[src/rtl/eo_pkg.sv]
package eo_pkg;
  localparam int unsigned CH_PER_DRV = 6;

  typedef enum logic {
    DIR_ASC  = 1'b0,
    DIR_DESC = 1'b1
  } load_dir_e;
endpackage

[src/rtl/eo_word_cnt.sv]
module eo_word_cnt #(
  parameter int unsigned GRP_WORDS = 24,
  parameter int unsigned WW        = $clog2(GRP_WORDS)
) (
  input  logic          clk_i,
  input  logic          rst_ni,
  input  logic          line_start_i,
  output logic [WW-1:0] widx_o,
  output logic          active_o,
  output logic          wrapped_o
);
  localparam logic [WW-1:0] LastIdx = WW'(GRP_WORDS - 1);

  always_ff @(posedge clk_i or negedge rst_ni) begin
    if (!rst_ni) begin
      widx_o    <= '0;
      active_o  <= 1'b0;
      wrapped_o <= 1'b0;
    end else if (line_start_i) begin
      widx_o    <= '0;
      active_o  <= 1'b1;
      wrapped_o <= 1'b0;
    end else if (active_o) begin
      if (widx_o == LastIdx) begin
        widx_o    <= '0;
        wrapped_o <= 1'b1;
      end else begin
        widx_o <= widx_o + 1'b1;
      end
    end
  end
endmodule

[src/rtl/eo_strobe_gen.sv]
module eo_strobe_gen #(
  parameter int unsigned NUM_DRV = 4,
  parameter int unsigned WPP     = 12,
  parameter int unsigned WW      = 5
) (
  input  logic [WW-1:0]      widx_i,
  input  logic               active_i,
  input  logic               wrapped_i,
  output logic               drv_clk_o,
  output logic [NUM_DRV-1:0] start_o,
  output logic               xfer_o
);
  localparam int unsigned NumPair = NUM_DRV / 2;

  // driver clock high while odd word on bus
  assign drv_clk_o = active_i & widx_i[0];
  // one driver cycle after a finished group
  assign xfer_o    = active_i & wrapped_i & (widx_i < WW'(2));

  for (genvar p = 0; p < NumPair; p++) begin : g_pair
    logic hit;
    assign hit = active_i &&
                 ((widx_i == WW'(p * WPP)) || (widx_i == WW'(p * WPP + 1)));
    assign start_o[2*p]   = hit;
    assign start_o[2*p+1] = hit;
  end
endmodule

[src/rtl/eo_chan_map.sv]
module eo_chan_map
  import eo_pkg::*;
#(
  parameter int unsigned NUM_DRV = 4,
  parameter int unsigned WW      = 5,
  parameter int unsigned DRV_W   = 2,
  parameter int unsigned CH_W    = 3
) (
  input  logic [WW-1:0]    widx_i,
  input  load_dir_e        dir_i,
  output logic [DRV_W-1:0] tgt_drv_o,
  output logic [CH_W-1:0]  tgt_ch_o
);
  localparam int unsigned WPP = 2 * CH_PER_DRV;

  logic [WW-1:0] pair_w, loc_w, half_w;

  assign pair_w = widx_i / WW'(WPP);
  assign loc_w  = widx_i % WW'(WPP);
  assign half_w = loc_w >> 1;

  assign tgt_drv_o = DRV_W'({pair_w, loc_w[0]});
  assign tgt_ch_o  = (dir_i == DIR_DESC) ? CH_W'(CH_PER_DRV - 1) - CH_W'(half_w)
                                         : CH_W'(half_w);
endmodule

[src/rtl/eo_load_sched.sv]
module eo_load_sched
  import eo_pkg::*;
#(
  parameter int unsigned DATA_W  = 10,
  parameter int unsigned NUM_DRV = 4,
  localparam int unsigned DRV_W  = $clog2(NUM_DRV),
  localparam int unsigned CH_W   = $clog2(CH_PER_DRV)
) (
  input  logic               clk_i,
  input  logic               rst_ni,
  input  logic               line_start_i,
  input  logic               dir_i,
  input  logic [DATA_W-1:0]  pix_i,
  output logic               drv_clk_o,
  output logic [NUM_DRV-1:0] start_o,
  output logic               xfer_o,
  output logic [DATA_W-1:0]  data_o,
  output logic [DRV_W-1:0]   tgt_drv_o,
  output logic [CH_W-1:0]    tgt_ch_o
);
  localparam int unsigned WPP       = 2 * CH_PER_DRV;
  localparam int unsigned GRP_WORDS = NUM_DRV * CH_PER_DRV;
  localparam int unsigned WW        = $clog2(GRP_WORDS);

  if (NUM_DRV != 2 && NUM_DRV != 4) begin : g_bad_cfg
    $error("NUM_DRV must be 2 or 4");
  end

  logic [WW-1:0] widx_w;
  logic          active_w;
  logic          wrapped_w;
  load_dir_e     dir_q;
  logic [DATA_W-1:0] data_q;

  always_ff @(posedge clk_i or negedge rst_ni) begin
    if (!rst_ni) begin
      data_q <= '0;
      dir_q  <= DIR_ASC;
    end else begin
      if (line_start_i || active_w) data_q <= pix_i;
      if (line_start_i)             dir_q  <= load_dir_e'(dir_i);
    end
  end

  assign data_o = data_q;

  eo_word_cnt #(
    .GRP_WORDS (GRP_WORDS),
    .WW        (WW)
  ) i_cnt (
    .clk_i        (clk_i),
    .rst_ni       (rst_ni),
    .line_start_i (line_start_i),
    .widx_o       (widx_w),
    .active_o     (active_w),
    .wrapped_o    (wrapped_w)
  );

  eo_strobe_gen #(
    .NUM_DRV (NUM_DRV),
    .WPP     (WPP),
    .WW      (WW)
  ) i_strobe (
    .widx_i    (widx_w),
    .active_i  (active_w),
    .wrapped_i (wrapped_w),
    .drv_clk_o (drv_clk_o),
    .start_o   (start_o),
    .xfer_o    (xfer_o)
  );

  eo_chan_map #(
    .NUM_DRV (NUM_DRV),
    .WW      (WW),
    .DRV_W   (DRV_W),
    .CH_W    (CH_W)
  ) i_map (
    .widx_i    (widx_w),
    .dir_i     (dir_q),
    .tgt_drv_o (tgt_drv_o),
    .tgt_ch_o  (tgt_ch_o)
  );
endmodule

[config.mk]
export PLATFORM = sky130hd
export DESIGN_NAME = eo_load_sched
export DESIGN_NICKNAME = d
export VERILOG_FILES = /design/src/rtl/eo_pkg.sv /design/src/rtl/eo_word_cnt.sv /design/src/rtl/eo_strobe_gen.sv /design/src/rtl/eo_chan_map.sv /design/src/rtl/eo_load_sched.sv
export SDC_FILE = /design/constraint.sdc
export NUM_CORES = 1
export LEC_CHECK = 0
export BUFFER_PORTS_ARGS = -buffer_cell sky130_fd_sc_hd__buf_2
export CAP_MARGIN = 20
export CORE_AREA = 3 3 51 53
export CTS_CLUSTER_SIZE = 8
export DETAILED_ROUTE_END_ITERATION = 10
export DIE_AREA = 0 0 54 56
export GPL_TIMING_DRIVEN = 0
export HOLD_SLACK_MARGIN = 0.03
export PLACE_DENSITY_LB_ADDON = 0.08
export SYNTH_ARGS = -nofsm -noshare
export SYNTH_HDL_FRONTEND = slang
export SYNTH_SLANG_ARGS = --single-unit
export TNS_END_PERCENT = 50
[constraint.sdc]
create_clock -name clk_i -period 1.6 [get_ports clk_i]
set_clock_uncertainty 0.2 [all_clocks]
set_input_delay 0.08 -clock clk_i [delete_from_list [all_inputs] [get_ports clk_i]]
set_output_delay 0.08 -clock clk_i [all_outputs]
set_load 0.005 [all_outputs]
==> results.txt <==
overall power: 1.02 mW
Synth Register Bits: 18
Main synth FF type: dfrtp_1
Detail Route Antenna Nets: 0
leakage: 0.743 nW
GRT overflow: 0
Area after DPL: 0.00115 sq mm
Critical Path Sink Type: output pin
initial core utilization: 42.9%
post-synthesis sequential area ratio: 47.9%
clock latency on the worst-skew pair: 280 ps
layout cell share with drive strength beyond 1: 57.4%
Die Span Y: 56 microns
Initial DRC Count: 6
Core ar.: 0.00219 sq mm
top cell type by total area after synthesis: dfrtp_1
status: finished, violations left
Root Driver: clkbuf_4
CP arrival: 1480 ps
wire length of the first global-routing pass: 3.79 mm
Syn Nets: 101
maxcap violations: 0
post-route cell area: 0.00157 sq mm
largest net degree at the start of global routing: 19
synthesized area: 941 sq um
Via-to-Cell Ratio: 4.81
Worst VDD drop: 0.549 mV
DRC: 0
Final Hold Viols: 0
# fillers: 168
Hold Crit Class: in2reg
Tmin final: 1760 ps
Cells after Synth: 84
RSZ-0062 raised after global routing: yes
failing checks: negative setup slack
required time at the worst-slack endpoint: 1320 ps
Slew Limit Fails: 0
Final GP Congestion: 0.775
Die X: 54 microns
FFs w/ async S/R, synth: 100%
startpoint types: register
CTS clk-pin slew, worst paths: 100 ps
drt first pass iters: 4
diode count: 0
nets: 166
EDFF count, synth: 0
P&R area growth vs syn: 66.4%
gr usage total: 16.2%
drt wl/cell: 12.4 microns
clk sink count: 18
Num CTS Buffers: 3
Area contributors post-synth: dfrtp_1 (48%), mux2_2 (14%), buf_4 (4.8%), ha_1 (4.0%), xor2_1 (2.8%)
share of the synthesized area in the top cell type: 47.9%
average cell area after synthesis: 11.2 sq um
Final WS setup: -158 ps
final count of negative-setup-slack endpoints: 8
WHS: 22.4 ps
initial antenna violation count: 0
Clock Path Buffers: 2
IO buf count: 34
Routed Wire Length: 2.18 mm
post-synth cell types: 30
I/O pin count: 35
Max-slew headroom: 73.3%
Syn. warnings: 0
Max Fclk: 569 MHz
CTS tree: yes
vias in the first global route: 886
pwr/cell area: 650 mW/mm^2
DR vias: 846
CP max FO: 4
Core Rows: 17
DP HPWL: 1.33 mm
Least-Margin Pin Slew: 401 ps
DIE AREA: 0.00302 sq mm
period utilisation layout: 110%
kind of critical path: reg2out
H-tree depth: 1
## flip-flops by register name, summed over array words and instances (netlist names)
name             flops
data_o              10
i_cnt.widx_o         5
dir_q                1
i_cnt.active_o       1
i_cnt.wrapped_o      1
## stage by stage
stage | setup WS [ps] | std cells | TNS (ps) | util [%]
after floorplan | 1.67 | 84 | 0 | -
after global placement | -126 | 146 | -818 | 52.4
after detailed placement | -124 | 146 | -858 | 52.4
after CTS | -148 | 174 | -1010 | 68.4
after global routing | -250 | 176 | -1350 | 71.4
final | -158 | 176 | -706 | 71.4
## power breakdown
group | internal (mW) | total [mW] | switching (mW)
clock | 0.138 | 0.271 | 0.133
sequential | 0.477 | 0.494 | 0.0168
combinational | 0.155 | 0.253 | 0.0974
## cell usage after synthesis, drive strengths merged, types with 2 or more instances
cell type / instances
nand3: 4
dfrtp: 18
nor4: 2
xor2: 3
ha: 3
inv: 3
buf: 8
mux2: 12
nand2: 4
nor2b: 2
nor2: 6
nand2b: 2
## cell usage in the layout, fill, tap and decap left out, drive strengths merged, types with 2 or more instances in the layout
cell type	instances
buf	55
clkbuf	4
dfrtp	18
dlygate4sd3	14
ha	3
inv	3
mux2	12
nand2	4
nand2b	2
nand3	4
nor2	6
nor2b	2
nor4	2
xor2	3
## layout make-up
class / instances / area (sq um) / area share [%]
Sequential cell: 18 / 453 / 28.9
Buffer: 9 / 82.6 / 5.28
Inverter: 3 / 11.3 / 0.719
Clock buffer: 4 / 36.3 / 2.32
Multi-Input combinational cell: 54 / 523 / 33.4
Timing Repair Buffer: 60 / 424 / 27.1
Tap cell: 28 / 35.0 / 2.24
## worst max-delay path, cell delays in order (launching register included)
cell and delay [ps]:
dfrtp_2 460, inv_2 90, ha_4 130, nor2_4 40
nor4_4 230, buf_4 160, buf_6 80
## what timing repair did
item                       CTS  global route
hold buffers                13             1
resized for setup           23            11
hold endpoints to repair    33             4
setup buffers               11             1
pin swaps                    7             4
setup endpoints to repair   15            16
## worst paths after layout
path | start | end | slack (ps) | cells past startpoint
setup / recovery | i_cnt.widx_o[0] | start_o[0] | -160 | 6
hold / removal | line_start_i | i_cnt.widx_o[3] | 20 | 4
setup reg to reg | i_cnt.widx_o[0] | i_cnt.widx_o[3] | -80 | 5
hold reg to reg | data_o[3] | data_o[3] | 310 | 1
max in group asynchronous | rst_ni | i_cnt.active_o | 850 | 2
min in group asynchronous | rst_ni | data_o[0] | 40 | 2
## cell families (layout without fill, tap and decap cells)
| logic type | Yosys count | in the layout | synth area share [%] |
|---|---|---|---|
| simple gates | 28 | 28 | 16.6 |
| flops | 18 | 18 | 47.9 |
| mux | 13 | 13 | 15.4 |
| buf+inv | 12 | 76 | 7.45 |
| compound gates | 6 | 6 | 4.92 |
| xor+xnor | 4 | 4 | 3.72 |
| fa+ha+maj | 3 | 3 | 3.99 |
## per-layer routing
layer | vias up | share of wire, % | GRT usage [%]
met1 | 403 | 40 | 19.2
met4 | 0 | 0.55 | 5.34
li1 | 416 | - | -
met2 | 25 | 54 | 29.2
met3 | 2 | 5.0 | 1.61
met5 | - | 0 | 0
(Power assumes the default switching activity.)
